==> src/rtl/psr_pkg.sv <==
package psr_pkg;

    typedef enum logic [1:0] {
        ST_IDLE  = 2'd0,
        ST_BUSY  = 2'd1,
        ST_ABORT = 2'd2
    } psr_state_e;

    typedef enum logic {
        OP_PROGRAM = 1'b0,
        OP_ERASE   = 1'b1
    } psr_kind_e;

    localparam int STATUS_POLL_BIT = 7;
    localparam int STATUS_TOG_BIT  = 6;

endpackage

==> src/rtl/psr_fsm.sv <==
module psr_fsm
    import psr_pkg::*;
#(
    parameter int RST_LAT = 4
) (
    input  logic      clk,
    input  logic      rst_n,
    input  logic      op_start,
    input  logic      done_evt,
    input  logic      abort_req,
    input  logic      op_kind,
    input  logic      prog_msb,
    output logic      busy,
    output logic      running,
    output logic      start_acc,
    output psr_kind_e kind_q,
    output logic      msb_q
);
    localparam int LW = $clog2(RST_LAT + 1);

    psr_state_e state_q, state_d;
    logic [LW-1:0] lat_q;
    logic          lat_zero;

    assign lat_zero = (lat_q == '0);

    // state register
    always_ff @(posedge clk) begin
        if (!rst_n) state_q <= ST_IDLE;
        else        state_q <= state_d;
    end

    // next state
    always_comb begin
        state_d = state_q;
        unique case (state_q)
            ST_IDLE:  if (op_start)       state_d = ST_BUSY;
            ST_BUSY:  if (abort_req)      state_d = ST_ABORT;
                      else if (done_evt)  state_d = ST_IDLE;
            ST_ABORT: if (lat_zero)       state_d = ST_IDLE;
            default:                      state_d = ST_IDLE;
        endcase
    end

    // outputs
    always_comb begin
        busy      = 1'b0;
        running   = 1'b0;
        start_acc = 1'b0;
        unique case (state_q)
            ST_IDLE:  start_acc = op_start;
            ST_BUSY:  begin busy = 1'b1; running = 1'b1; end
            ST_ABORT: busy = 1'b1;
            default:  ;
        endcase
    end

    // captured operation and abort latency counter
    always_ff @(posedge clk) begin
        if (!rst_n) begin
            kind_q <= OP_PROGRAM;
            msb_q  <= 1'b0;
            lat_q  <= '0;
        end else begin
            if (start_acc) begin
                kind_q <= psr_kind_e'(op_kind);
                msb_q  <= prog_msb;
            end
            if (state_q == ST_BUSY && abort_req)
                lat_q <= LW'(RST_LAT - 1);
            else if (state_q == ST_ABORT && !lat_zero)
                lat_q <= lat_q - 1'b1;
        end
    end

    a_r6_done_idle: assert property (@(posedge clk) disable iff (!rst_n)
        (state_q == ST_BUSY && done_evt && !abort_req) |=> (state_q == ST_IDLE));

    a_r7_abort_enter: assert property (@(posedge clk) disable iff (!rst_n)
        (state_q == ST_BUSY && abort_req) |=> (state_q == ST_ABORT));

    a_r7_idle_abort_ignored: assert property (@(posedge clk) disable iff (!rst_n)
        (state_q == ST_IDLE && !op_start) |=> (state_q == ST_IDLE));

    a_r9_start_ignored: assert property (@(posedge clk) disable iff (!rst_n)
        (busy && op_start) |=> ($stable(kind_q) && $stable(msb_q)));

endmodule

==> src/rtl/psr_toggle.sv <==
module psr_toggle (
    input  logic clk,
    input  logic rst_n,
    input  logic start_acc,
    input  logic busy,
    input  logic rd_strobe,
    output logic tog_q
);
    always_ff @(posedge clk) begin
        if (!rst_n)                tog_q <= 1'b0;
        else if (start_acc)        tog_q <= 1'b0;
        else if (busy && rd_strobe) tog_q <= ~tog_q;
    end

    a_r4_flip_on_read: assert property (@(posedge clk) disable iff (!rst_n)
        (busy && rd_strobe) |=> (tog_q != $past(tog_q)));

    a_r4_hold_no_read: assert property (@(posedge clk) disable iff (!rst_n)
        (busy && !rd_strobe) |=> $stable(tog_q));

endmodule

==> src/rtl/psr_timer.sv <==
module psr_timer #(
    parameter int BUSY_CYC = 16
) (
    input  logic clk,
    input  logic rst_n,
    input  logic start_acc,
    input  logic running,
    input  logic enable,
    output logic expire
);
    localparam int TW = $clog2(BUSY_CYC + 1);

    logic [TW-1:0] cnt_q;

    always_ff @(posedge clk) begin
        if (!rst_n)                     cnt_q <= '0;
        else if (start_acc)             cnt_q <= TW'(BUSY_CYC - 1);
        else if (running && cnt_q != '0) cnt_q <= cnt_q - 1'b1;
    end

    assign expire = enable && running && (cnt_q == '0);

    a_r8_cnt_bound: assert property (@(posedge clk) disable iff (!rst_n)
        cnt_q <= TW'(BUSY_CYC - 1));

endmodule

==> src/rtl/psr_status_read.sv <==
module psr_status_read
    import psr_pkg::*;
#(
    parameter int DATA_W   = 8,
    parameter int RST_LAT  = 4,
    parameter int BUSY_CYC = 16
) (
    input  logic              clk,
    input  logic              rst_n,
    input  logic              op_start,
    input  logic              op_kind,
    input  logic              prog_msb,
    input  logic              op_done,
    input  logic              abort_req,
    input  logic              use_timer,
    input  logic              rd_strobe,
    input  logic [DATA_W-1:0] array_data,
    output logic [DATA_W-1:0] rd_data,
    output logic              busy
);
    psr_kind_e kind_q;
    logic      msb_q, running, start_acc, tog_q, expire, done_evt;

    assign done_evt = op_done | expire;

    psr_fsm #(.RST_LAT(RST_LAT)) i_fsm (
        .clk(clk), .rst_n(rst_n), .op_start(op_start), .done_evt(done_evt),
        .abort_req(abort_req), .op_kind(op_kind), .prog_msb(prog_msb),
        .busy(busy), .running(running), .start_acc(start_acc),
        .kind_q(kind_q), .msb_q(msb_q)
    );

    psr_toggle i_tog (
        .clk(clk), .rst_n(rst_n), .start_acc(start_acc), .busy(busy),
        .rd_strobe(rd_strobe), .tog_q(tog_q)
    );

    psr_timer #(.BUSY_CYC(BUSY_CYC)) i_tmr (
        .clk(clk), .rst_n(rst_n), .start_acc(start_acc), .running(running),
        .enable(use_timer), .expire(expire)
    );

    always_comb begin
        rd_data = array_data;
        if (busy) begin
            rd_data                  = '0;
            rd_data[STATUS_POLL_BIT] = (kind_q == OP_ERASE) ? 1'b0 : ~msb_q;
            rd_data[STATUS_TOG_BIT]  = tog_q;
        end
    end

    a_r3_erase_poll_low: assert property (@(posedge clk) disable iff (!rst_n)
        (busy && kind_q == OP_ERASE) |-> !rd_data[STATUS_POLL_BIT]);

    a_r5_low_bits_zero: assert property (@(posedge clk) disable iff (!rst_n)
        busy |-> (rd_data[5:0] == '0));

endmodule

==> config.mk <==
export PLATFORM = sky130hd
export DESIGN_NAME = psr_status_read
export DESIGN_NICKNAME = d
export VERILOG_FILES = /design/src/rtl/psr_pkg.sv /design/src/rtl/psr_fsm.sv /design/src/rtl/psr_toggle.sv /design/src/rtl/psr_timer.sv /design/src/rtl/psr_status_read.sv
export SDC_FILE = /design/constraint.sdc
export NUM_CORES = 1
export LEC_CHECK = 0
export ABC_AREA = 1
export BUFFER_PORTS_ARGS = -buffer_cell sky130_fd_sc_hd__buf_2
export CORE_UTILIZATION = 40
export CTS_CLUSTER_DIAMETER = 30
export DETAILED_ROUTE_END_ITERATION = 6
export PLACE_DENSITY = 0.65
export SETUP_SLACK_MARGIN = 0.05
export SYNTH_ARGS = -nofsm -noshare
export SYNTH_HDL_FRONTEND = slang
export SYNTH_SLANG_ARGS = --single-unit
==> constraint.sdc <==
create_clock -name clk -period 1.3 [get_ports clk]
set_input_delay 0.195 -clock clk [delete_from_list [all_inputs] [get_ports clk]]
set_output_delay 0.195 -clock clk [all_outputs]
set_load 0.03 [all_outputs]
==> summary.md, run 1 <==
| Metric | Value |
|---|---|
| Finished Layout Cells | `198` |
| Mapped cell area | `846 sq um` |
| Cells after DPL | `187` |
| Synth Warn # | `0` |
| CP Cell Sequence | `inv_2, ha_4, mux2_4, buf_6` |
| Max transition margin | `0.849` |
| GR Layer Usage met3 | `0.0755` |
| Compound-Gate Fraction of Synth Area | `0.102` |
| Top post-synthesis cells by area | `dfxtp_1 (31%), ha_1 (12%), nand2_1 (12%), inv_1 (9.3%), nor2_1 (8.0%)` |
| Worst Slack Setup Final | `-0.305 ns` |
| Worst Hold Endpoint | `i_fsm.kind_q$_SDFFE_PN0P_` |
| CP arrival | `1.41 ns` |
| Die Span Y | `48.0 um` |
| GRT Residual Overflow | `0` |
| Die area | `2300 sq um` |
| Top post-synthesis cells by count | `nand2_1 (26), inv_1 (21), nor2_1 (18)` |
| Crit. End Element | `output pin` |
| Layout cells sized above 1 | `0.509` |
| Pwr dens | `2680 nW/um^2` |
| DRT antenna net count | `0` |
| Grt met2 use | `0.381` |
| Worst Path Buf+Inv | `2` |
| Drt drc | `0` |
| VDD IR max | `1.75 mV` |
| Fill cells | `174` |
| Slew Viols, Final | `0` |
| Drt initial violations | `26` |
| Post-synthesis sequential area ratio | `0.308` |
| Sink Count | `13` |
| H-Tree Depth | `1` |
| CP Launch Type | `flip-flop` |
| Clock Skews | `0.00538 ns` |
| Placeable Area | `1980 sq um` |
| CTS hold repair buffers | `0` |
| XOR/XNOR Fraction of Synth Area | `0` |
| Largest net degree at the start of global routing | `9` |
| Final Core Density | `0.694` |
| CP required | `1.11 ns` |
| Worst Reg-to-Reg Cells | `7` |
| Yosys cell types | `22` |
| Final instance area | `1380 sq um` |
| Classification of the worst setup path | `flip-flop to output pin` |
| Gr busiest metal | `met2` |
| Vias in the first global route | `807` |
| Final hold violation count | `0` |
| Antenna violations before repair | `0` |
| Worst r2r src | `i_fsm.state_q[1]$_SDFFE_PN0P_` |
| Largest family of logic cells by synthesized area | `simple AND/OR/NAND/NOR gates` |
| Vias | `914` |
| Final hold slack | `0.144 ns` |
| Layout area overhead | `62.7%` |
| Synth Net Count | `153` |
| GPL Wtd Cong | `0.792` |
| Async set or reset register ratio after synthesis | `0` |
| Most common cell in the netlist | `nand2_1` |
| Worst-path fanout max | `4` |
| First-pass GRT wire length | `3.31 mm` |
| Status | `complete, but fails checks` |
| CTS Root Cell | `clkbuf_4` |
| CTS Buf Count | `3` |
| Min-Delay Path Class | `input port to flip-flop` |
| TritonCTS clock tree | `done` |
| CP max stage delay | `0.34 ns` |
| Cell taking the most area after synthesis | `dfxtp_1` |
| Port Buffers | `25` |
| Fraction of synthesized area in multiplexers | `0.0133` |
| Period utilisation layout | `1.23` |
| Failing checks | `setup timing` |
| Adder-Cell Fraction of Synth Area | `0.118` |
| Min cycle time layout | `1.61 ns` |
| Worst skew pair latency | `0.29 ns` |
| Total Wirelength | `2.47 mm` |
| Setup tns final | `-2.25 ns` |
| Worst reg2reg endpoint | `i_fsm.state_q[1]$_SDFFE_PN0P_` |
| Number of max-cap violations | `0` |
| Reg-to-reg slack, setup | `0 ns` |
| Ys flop type | `dfxtp_1` |
| Max Fclk | `0.623 GHz` |
| Drt first pass iters | `4` |
| DR vias/cell | `4.62` |
| CP top delay family | `flip-flops` |
| Seq cells post-synth | `13` |
| Hold Startpoint | `op_kind` |
| All-Layer GR Usage | `0.218` |
| Syn Inst Count | `128` |
| Critical Path Slowest Stage Cell | `dfxtp_2` |
| Io pins | `26` |
| Leak pwr | `0.689 nW` |
| Die width | `48.0 um` |
| Grt met1 use | `0.230` |
| Layout net count | `197` |
| DPL Wire Length | `1.52 mm` |
| Hold depth | `3` |
| Unrepaired setup endpoints after global routing | `yes` |
| CTS Buffer Depth | `2` |
| Mean Syn Cell Area | `6.61 sq um` |
| Simple-gate share of the synthesized area | `0.328` |
| Clock transition at the registers of the reported paths | `0.08 ns` |
| Final Setup Violations | `9` |
| Placed cell areas | `1100 sq um` |
| Cell Rows | `16` |
| Post-synth top area share | `0.308` |
| Diode count | `0` |
| EDFF count, synth | `0` |
| Initial Util | `0.427` |
| WL/cell | `12.5 um` |
| Actual transition at the worst max-transition pin | `0.226 ns` |
==> report_power, final <==
part | internal, mW | switching, mW | leakage (nW)
Combinational | 1.27 | 1.52 | 0.565
Clock | 0.119 | 0.144 | 0.0150
Sequential | 0.548 | 0.0984 | 0.108
Total | 1.93 | 1.76 | 0.689
==> stage by stage <==
| step | setup slack [ns] | power (mW) |
|---|---|---|
| after floorplan | -0.0908 | 2.21 |
| after global placement | -0.00115 | 2.63 |
| after detailed placement | -0.0528 | 2.68 |
| after CTS | -0.291 | 3.32 |
| after global routing | -0.337 | 3.97 |
| final | -0.305 | 3.69 |
==> flip-flops by register name, summed over array words and instances, names as in the netlist <==
signal         flops
i_tmr.cnt_q        5
i_tog.tog_q        1
i_fsm.lat_q        3
i_fsm.msb_q        1
i_fsm.kind_q       1
i_fsm.state_q      2
==> worst max path at each step <==
stage	startpoint	end	slack, ns	depth (start not counted)
after detailed placement	i_fsm.lat_q[0]$_SDFFE_PN0P_	i_fsm.state_q[0]$_SDFFE_PN0P_	-0.05	9
after global routing	i_fsm.state_q[1]$_SDFFE_PN0P_	rd_data[7]	-0.34	4
after floorplan	i_fsm.state_q[0]$_SDFFE_PN0P_	rd_data[7]	-0.09	4
after CTS	i_fsm.state_q[0]$_SDFFE_PN0P_	rd_data[7]	-0.29	4
after global placement	i_fsm.state_q[1]$_SDFFE_PN0P_	rd_data[7]	-0.001	4
final	i_fsm.state_q[1]$_SDFFE_PN0P_	rd_data[7]	-0.31	4
==> kinds of logic (layout without fill, tap and decap cells) <==
logic type | after synthesis | after routing
AO/OA/AOI/OAI | 16 | 16
adder cells (fa/ha/maj) | 8 | 8
buffers and inverters | 28 | 71
flip-flops | 13 | 13
multiplexers | 1 | 1
AND/OR/NAND/NOR | 62 | 62
==> layer usage <==
metal	part of all wire	vias up
met1	0.40	409
met2	0.55	19
met5	0	-
li1	-	480
met4	0.019	0
met3	0.033	6
==> repair_timing <==
item | 4_1_cts | 5_1_grt
setup endpoints to repair | 15 | 17
setup buffers | 2 | 7
pin swaps | 6 | 14
gates resized for setup | 34 | 18
==> final cells by class <==
cell class | count | area [sq um] | area share
tap | 27 | 33.8 | 0.0245
multi-input combinational | 87 | 647 | 0.470
timing repair buffer | 41 | 302 | 0.219
inverter | 26 | 103 | 0.0745
clock buffer | 4 | 26.3 | 0.0191
sequential | 13 | 265 | 0.193
==> worst reg2reg max path: cells and delay by family, from the launching register on <==
| kind | cells | cell delay (ns) |
|---|---|---|
| compound gates | 1 | 0.13 |
| fa+ha+maj | 1 | 0.15 |
| simple gates | 3 | 0.37 |
| buf+inv | 2 | 0.22 |
| flops | 1 | 0.33 |
==> cell usage in the layout (no fill, tap or decap) <==
master    instances
nand2_1          22
inv_1            16
buf_2            16
buf_4            16
nor2_1           11
nand3_1           9
dfxtp_1           9
buf_6             9
inv_2             8
nor2_4            6
a21oi_1           6
ha_4              5
nand2_2           4
dfxtp_2           4
nor2_2            3
nand2_4           3
ha_1              3
clkbuf_4          3
inv_4             2
o21ai_2           2
a21oi_2           2
o21ai_1           2
a21oi_4           1
mux2_4            1
nor3b_4           1
or2_0             1
o21a_1            1
nand3_2           1
o211ai_1          1
nand3b_1          1
a31oi_1           1
clkbuf_1          1
Power figures use the tool's default switching activity.
==> inputs of run 2 (changes only) <==
--- a/config.mk
+++ b/config.mk
@@ -5,12 +5,11 @@
 export SDC_FILE = /design/constraint.sdc
 export NUM_CORES = 1
 export LEC_CHECK = 0
-export ABC_AREA = 1
 export BUFFER_PORTS_ARGS = -buffer_cell sky130_fd_sc_hd__buf_2
 export CORE_UTILIZATION = 40
 export CTS_CLUSTER_DIAMETER = 30
 export DETAILED_ROUTE_END_ITERATION = 6
-export PLACE_DENSITY = 0.65
+export PLACE_DENSITY = 0.66
 export SETUP_SLACK_MARGIN = 0.05
 export SYNTH_ARGS = -nofsm -noshare
 export SYNTH_HDL_FRONTEND = slang
==> run 2 against run 1 <==
Net effect: core utilization increased by 13 points; critical endpoint unchanged; maximum frequency decreased by 2.1%; combinational power decreased by 65%; wire length decreased by 7.5%; synthesized cell count decreased by 29%; register-to-register slack got worse by 0.26 ns; the flow still finishes with violations (setup timing); highest routed layer unchanged.
==> summary.md, run 2 <==
| Metric | Value |
|---|---|
| Post-synthesis sequential area ratio | `0.336 (+0.0283)` |
| Clock transition at the registers of the reported paths | `0.09 ns (about the same)` |
| Largest reg by FF count | `i_tmr.cnt_q` |
| Async set or reset register ratio after synthesis | `0 (unchanged)` |
| DR vias/cell | `4.79 (+3.8%)` |
| Worst-path fanout max | `4 (unchanged)` |
| Vias in the first global route | `693 (-14%)` |
| Die Span Y | `46 um (-4.1%)` |
| Placed cell areas | `1090 sq um (-0.80%)` |
| Setup tns final | `-3.34 ns (-1.09 ns)` |
| Post-synth top area share | `0.336 (+0.0283)` |
| Ys flop type | `dfxtp_1` |
| Top post-synthesis cells by area | `dfxtp_1 (34%), ha_1 (13%), a21oi_1 (7.8%), nor2b_1 (5.7%), inv_1 (4.4%)` |
| GRT Residual Overflow | `0 (unchanged)` |
| H-Tree Depth | `1 (unchanged)` |
| Final hold violation count | `0 (unchanged)` |
| All-Layer GR Usage | `0.208 (-0.0103)` |
| Layout net count | `168 (-15%)` |
| Io pins | `26 (unchanged)` |
| Drt initial violations | `6 (-77%)` |
| Period utilisation layout | `1.26 (+0.0259)` |
| VDD IR max | `0.925 mV (-47%)` |
| Worst r2r src | `i_fsm.state_q[1]$_SDFFE_PN0P_` |
| Multi-input logic area | `692 sq um (+7.0%)` |
| Min cycle time layout | `1.64 ns (+0.0336 ns)` |
| Placeable Area | `1760 sq um (-11%)` |
| CTS Root Cell | `clkbuf_4` |
| Commonest non-fill, non-tap cells in the layout | `buf_6 (17), buf_2 (16), buf_4 (16)` |
| DPL Wire Length | `1.33 mm (-12%)` |
| Min-Delay Path Class | `input port to flip-flop` |
| Worst Reg-to-Reg Cells | `7 (unchanged)` |
| Classification of the worst setup path | `flip-flop to output pin` |
| CTS Buffer Depth | `2 (unchanged)` |
| Layout area overhead | `87.7%` |
| Finished Layout Cells | `167 (-16%)` |
| Cells after DPL | `151 (-19%)` |
| Clock Skews | `0.00385 ns (-0.00153 ns)` |
| Crit. End Element | `output pin` |
| Cell taking the most area after synthesis | `dfxtp_1` |
| Most common cell in the netlist | `dfxtp_1` |
| Unrepaired setup endpoints after global routing | `yes` |
| WL/cell | `13.7 um (+9.7%)` |
| Max Fclk | `0.610 GHz (-2.1%)` |
| Most common cell after layout, fill and taps aside | `buf_6` |
| Worst skew pair latency | `0.29 ns (about the same)` |
| Diode count | `0 (unchanged)` |
| Die width | `46 um (-4.1%)` |
| CP Launch Type | `flip-flop` |
| Failing checks | `setup timing` |
| Vias | `800 (-12%)` |
| Synth Net Count | `116 (-24%)` |
| Pwr dens | `1200 nW/um^2 (-55%)` |
| Die area | `2120 sq um (-8.1%)` |
| Layout cells sized above 1 | `0.704 (+0.195)` |
| Top flop regs | `i_tmr.cnt_q x5, i_fsm.lat_q x3, i_fsm.state_q x2` |
| Status | `complete, but fails checks` |
| Critical Path Slowest Stage Cell | `dfxtp_2` |
| Slew Viols, Final | `0 (unchanged)` |
| GPL Wtd Cong | `0.773 (-2.3%)` |
| Mapped cell area | `774 sq um (-8.4%)` |
| Register Area | `270 sq um (+1.9%)` |
| Top post-synthesis cells by count | `dfxtp_1 (13), a21oi_1 (12), inv_1 (9), nand2_1 (9), ha_1 (8)` |
| Final Setup Violations | `15 (+6)` |
| Worst Slack Setup Final | `-0.339 ns (-0.0336 ns)` |
| CP Cell Sequence | `inv_4, ha_4, mux2_4, buf_6` |
| Worst Hold Endpoint | `i_fsm.kind_q$_SDFFE_PN0P_` |
| CP max stage delay | `0.37 ns (+0.03 ns)` |
| Antenna violations before repair | `0 (unchanged)` |
| DRT antenna net count | `0 (unchanged)` |
| Reg-to-reg slack, setup | `-0.26 ns (-0.26 ns)` |
| Critical Path Start | `i_fsm.state_q[1]$_SDFFE_PN0P_` |
| Largest net degree at the start of global routing | `11 (+2)` |
| GR Layer Usage met3 | `0.0357 (-0.0398)` |
| Initial Util | `0.439 (+0.0122)` |
| Max reg flops | `5 (unchanged)` |
| Number of max-cap violations | `0 (unchanged)` |
| Seq cells post-synth | `13 (unchanged)` |
| TritonCTS clock tree | `done` |
| Sink Count | `13 (unchanged)` |
| Worst reg2reg endpoint | `i_tmr.cnt_q[3]$_SDFFE_PN0P_` |
| Mean Syn Cell Area | `8.51 sq um (+29%)` |
| Synth Warn # | `0 (unchanged)` |
| Gr busiest metal | `met2` |
| Syn Inst Count | `91 (-29%)` |
| CTS hold repair buffers | `0 (unchanged)` |
| Leak pwr | `0.631 nW (-8.3%)` |
| Max transition margin | `0.770 (-0.0783)` |
| Grt met2 use | `0.375 (-0.00643)` |
| EDFF count, synth | `0 (unchanged)` |
| Hold Startpoint | `op_kind` |
| Total Wirelength | `2.29 mm (-7.5%)` |
| CP arrival | `1.44 ns (+0.03 ns)` |
| CTS Buf Count | `3 (unchanged)` |
| Fill cells | `117 (-33%)` |
| Drt first pass iters | `4 (unchanged)` |
| Cell Rows | `15 (-1)` |
| Port Buffers | `25 (unchanged)` |
| Hold depth | `3 (unchanged)` |
| Actual transition at the worst max-transition pin | `0.343 ns (+0.117 ns)` |
| Final instance area | `1450 sq um (+5.6%)` |
| CP required | `1.11 ns (about the same)` |
| First-pass GRT wire length | `3.03 mm (-8.5%)` |
| Drt drc | `0 (unchanged)` |
| Grt met1 use | `0.236 (+0.00572)` |
| Yosys cell types | `28 (+27%)` |
-- run 2: cell type report --
class,instances,area share
repair buffers,49,0.269
multi-input cells,66,0.476
well taps,25,0.0215
clock buffers,4,0.0181
inverters,10,0.0293
flip-flops and latches,13,0.186
-- run 2: cell families (layout without fill, tap and decap cells) --
group                    count (synthesis)  after routing  share of synthesized area
AO/OA/AOI/OAI                           19             19                      0.147
flip-flops                              13             13                      0.336
adder cells (fa/ha/maj)                  8              8                      0.129
XOR/XNOR                                 3              3                     0.0339
AND/OR/NAND/NOR                         32             32                      0.234
buffers and inverters                   12             63                     0.0582
multiplexers                             4              4                     0.0614
-- run 2: where the power goes --
| part | total, mW | switching [mW] | internal [mW] |
|---|---|---|---|
| Sequential | 0.494 | 0.0428 | 0.451 |
| Clock | 0.271 | 0.151 | 0.119 |
| Combinational | 0.977 | 0.458 | 0.518 |
| Total | 1.74 | 0.652 | 1.09 |
-- run 2: routing by layer --
layer / vias to the layer above / routed length, um / part of all wire
li1: 408 / - / -
met1: 377 / 965 / 0.42
met2: 11 / 1220 / 0.53
met3: 4 / 56 / 0.024
met4: 0 / 48 / 0.021
met5: - / 0 / 0
-- run 2: critical path, delay by kind of cell, from the launching register on --
kind                     cells  cell delay (ns)
adder cells (fa/ha/maj)      1             0.29
flip-flops                   1             0.37
buffers and inverters        2             0.19
multiplexers                 1             0.30
-- run 2: stage by stage --
step	utilization	worst slack (ns)	hold slack [ns]	total power [mW]
2_1_floorplan	-	-0.134	0.316	0.988
3_3_place_gp	0.618	-0.121	0.449	1.15
3_5_place_dp	0.618	-0.152	0.448	1.17
4_1_cts	0.712	-0.305	0.155	1.56
5_1_grt	0.824	-0.369	0.176	1.83
6_report	0.824	-0.339	0.152	1.74
-- run 2: worst max-delay path by stage --
stage	to	slack, ns	cells past startpoint
3_5_place_dp	i_tmr.cnt_q[3]$_SDFFE_PN0P_	-0.15	6
5_1_grt	rd_data[6]	-0.37	4
2_1_floorplan	rd_data[6]	-0.13	4
6_report	rd_data[7]	-0.34	4
3_3_place_gp	i_tmr.cnt_q[3]$_SDFFE_PN0P_	-0.12	6
4_1_cts	rd_data[7]	-0.31	4
-- run 2: what timing repair did --
item | in CTS | in global routing
pin swaps | 11 | 17
endpoints found under the setup margin | 19 | 19
resized for setup | 30 | 32
setup buffers | 4 | 12
==> inputs of run 3 (changes only) <==
--- a/config.mk
+++ b/config.mk
@@ -6,11 +6,13 @@
 export NUM_CORES = 1
 export LEC_CHECK = 0
 export BUFFER_PORTS_ARGS = -buffer_cell sky130_fd_sc_hd__buf_2
-export CORE_UTILIZATION = 40
+export CORE_UTILIZATION = 43
 export CTS_CLUSTER_DIAMETER = 30
 export DETAILED_ROUTE_END_ITERATION = 6
-export PLACE_DENSITY = 0.66
+export PLACE_DENSITY = 0.71
+export RECOVER_POWER = 50
 export SETUP_SLACK_MARGIN = 0.05
+export SLEW_MARGIN = 20
 export SYNTH_ARGS = -nofsm -noshare
 export SYNTH_HDL_FRONTEND = slang
 export SYNTH_SLANG_ARGS = --single-unit
==> run 3 against run 2 <==
Net effect: combinational power fell by 2.9%; critical endpoint is now rd_data[6]; sequential power barely moved; non-clock buffer count fell by 2; the run still ends with setup timing left; maximum frequency rose by 0.47%; cell area fell by 5.2%; register-to-register slack improved by 0.03 ns; flip-flop and latch count did not move; setup slack improved by 0.0076 ns; core utilization rose by 4.0 points; final cell count fell by 1.8%; die area fell by 6.7%.
==> summary.md, run 3 (synthesis results as in run 2) <==
| Metric | Value |
|---|---|
| Status | `complete, but fails checks` |
| Failing checks | `setup timing` |
| Layout cells sized above 1 | `0.679 (-0.0257)` |
| Max Fclk | `0.613 GHz (+0.47%)` |
| Actual transition at the worst max-transition pin | `0.358 ns (+0.0151 ns)` |
| Drt first pass iters | `5 (+1)` |
| Unrepaired setup endpoints after global routing | `yes` |
| Worst Reg-to-Reg Cells | `7 (unchanged)` |
| Commonest non-fill, non-tap cells in the layout | `buf_4 (21), buf_2 (16), buf_6 (10)` |
| Period utilisation layout | `1.25 (-0.00588)` |
| Max transition margin | `0.760 (-0.0101)` |
| Largest reg by FF count | `i_tmr.cnt_q` |
| Total Wirelength | `2.86 mm (+25%)` |
| GRT Residual Overflow | `0 (unchanged)` |
| Critical Path Sink | `rd_data[6]` |
| Initial Util | `0.486 (+0.0469)` |
| Antenna violations before repair | `0 (unchanged)` |
| Worst reg2reg endpoint | `i_tmr.cnt_q[3]$_SDFFE_PN0P_` |
| Clock transition at the registers of the reported paths | `0.08 ns (about the same)` |
| Layout net count | `166 (-1.2%)` |
| DRT antenna net count | `0 (unchanged)` |
| CTS Buffer Depth | `2 (unchanged)` |
| Io pins | `26 (unchanged)` |
| Worst-path fanout max | `4 (unchanged)` |
| Number of max-cap violations | `0 (unchanged)` |
| Multi-input logic area | `658 sq um (-4.9%)` |
| Leak pwr | `0.592 nW (-6.3%)` |
| VDD IR max | `0.881 mV (-4.8%)` |
| Die width | `44.4 um (-3.4%)` |
| DR vias/cell | `5.20 (+8.6%)` |
| Final Core Density | `0.864 (+0.0401)` |
| Vias in the first global route | `889 (+28%)` |
| Classification of the worst setup path | `flip-flop to output pin` |
| Diode count | `0 (unchanged)` |
| Layout area overhead | `77.9%` |
| Register Area | `270 sq um (unchanged)` |
| Min-Delay Path Class | `input port to flip-flop` |
| Reg-to-reg slack, setup | `-0.23 ns (+0.03 ns)` |
| GPL Wtd Cong | `0.777 (+0.52%)` |
| WL/cell | `17.4 um (+27%)` |
| Final instance area | `1380 sq um (-5.2%)` |
| Worst Slack Setup Final | `-0.331 ns (+0.00764 ns)` |
| Cell Rows | `14 (-1)` |
| Clock Skews | `0.00587 ns (+0.00202 ns)` |
| Port Buffers | `25 (unchanged)` |
| Finished Layout Cells | `164 (-1.8%)` |
| Min cycle time layout | `1.63 ns (-0.00764 ns)` |
| Largest net degree at the start of global routing | `11 (unchanged)` |
| All-Layer GR Usage | `0.265 (+0.0567)` |
| Worst skew pair latency | `0.29 ns (about the same)` |
| Final Setup Violations | `19 (+4)` |
| H-Tree Depth | `1 (unchanged)` |
| Final hold slack | `0.155 ns (+0.00372 ns)` |
| Critical Path Start | `i_fsm.state_q[0]$_SDFFE_PN0P_` |
| Placeable Area | `1590 sq um (-9.6%)` |
| First-pass GRT wire length | `3.75 mm (+24%)` |
| Cells after DPL | `153 (+1.3%)` |
| Setup tns final | `-3.77 ns (-0.434 ns)` |
| Sink Count | `13 (unchanged)` |
| TritonCTS clock tree | `done` |
| CTS Buf Count | `3 (unchanged)` |
| Drt initial violations | `7 (+1)` |
| Fill cells | `79 (-32%)` |
| Vias | `853 (+6.6%)` |
| Worst r2r src | `i_fsm.state_q[1]$_SDFFE_PN0P_` |
| CTS Root Cell | `clkbuf_4` |
| CP Launch Type | `flip-flop` |
| Final hold violation count | `0 (unchanged)` |
| CP required | `1.11 ns (about the same)` |
| Most common cell after layout, fill and taps aside | `buf_4` |
| Dpl ws | `-0.171 ns (-0.0190 ns)` |
| Die Span Y | `44.4 um (-3.4%)` |
| Power Total | `1.71 mW (-2.0%)` |
| Crit. End Element | `output pin` |
| CP arrival | `1.44 ns (about the same)` |
| Top flop regs | `i_tmr.cnt_q x5, i_fsm.lat_q x3, i_fsm.state_q x2` |
| Slew Viols, Final | `0 (unchanged)` |
| DPL Wire Length | `1.40 mm (+5.3%)` |
| Die area | `1970 sq um (-6.7%)` |
| Drt drc | `0 (unchanged)` |
| Max reg flops | `5 (unchanged)` |
| Pwr dens | `1240 nW/um^2 (+3.4%)` |
| Placed cell areas | `1110 sq um (+1.9%)` |
run 3: worst min path at each step:
stage | from | end | depth (start not counted)
after floorplan | rst_n | i_fsm.lat_q[2]$_SDFFE_PP0P_ | 2
after detailed placement | i_fsm.msb_q$_SDFFE_PN0P_ | i_fsm.msb_q$_SDFFE_PN0P_ | 2
final | op_kind | i_fsm.kind_q$_SDFFE_PN0P_ | 3
after CTS | prog_msb | i_fsm.msb_q$_SDFFE_PN0P_ | 3
after global placement | i_fsm.kind_q$_SDFFE_PN0P_ | i_fsm.kind_q$_SDFFE_PN0P_ | 2
after global routing | prog_msb | i_fsm.msb_q$_SDFFE_PN0P_ | 3
run 3: final cells by class:
cell class | count | share of cell area
flip-flops and latches | 13 | 0.196
well taps | 24 | 0.0218
multi-input cells | 66 | 0.478
inverters | 10 | 0.0309
clock buffers | 4 | 0.0191
repair buffers | 47 | 0.254
run 3: critical path, stage by stage, from the launching register on:
cell and delay, ns:
dfxtp_4 0.37, inv_4 0.04, ha_4 0.29, mux2_4 0.31, buf_6 0.14
run 3: power by group:
group	switching, mW	internal [mW]
Sequential	0.0417	0.451
Clock	0.144	0.119
Combinational	0.473	0.476
Total	0.659	1.05
run 3: repair_timing:
item,in CTS,in global routing
gates cloned,0,0
gates resized for setup,35,13
pin swaps,10,9
hold buffers,0,0
buffers inserted,7,1
endpoints found under the setup margin,19,19
run 3: metal layers:
metal / up-vias / part of all wire / GRT usage
met1: 394 / 0.36 / 0.271
met3: 20 / 0.044 / 0.0367
met5: - / 0 / 0
met4: 0 / 0.058 / 0.145
li1: 408 / - / -
met2: 31 / 0.54 / 0.506
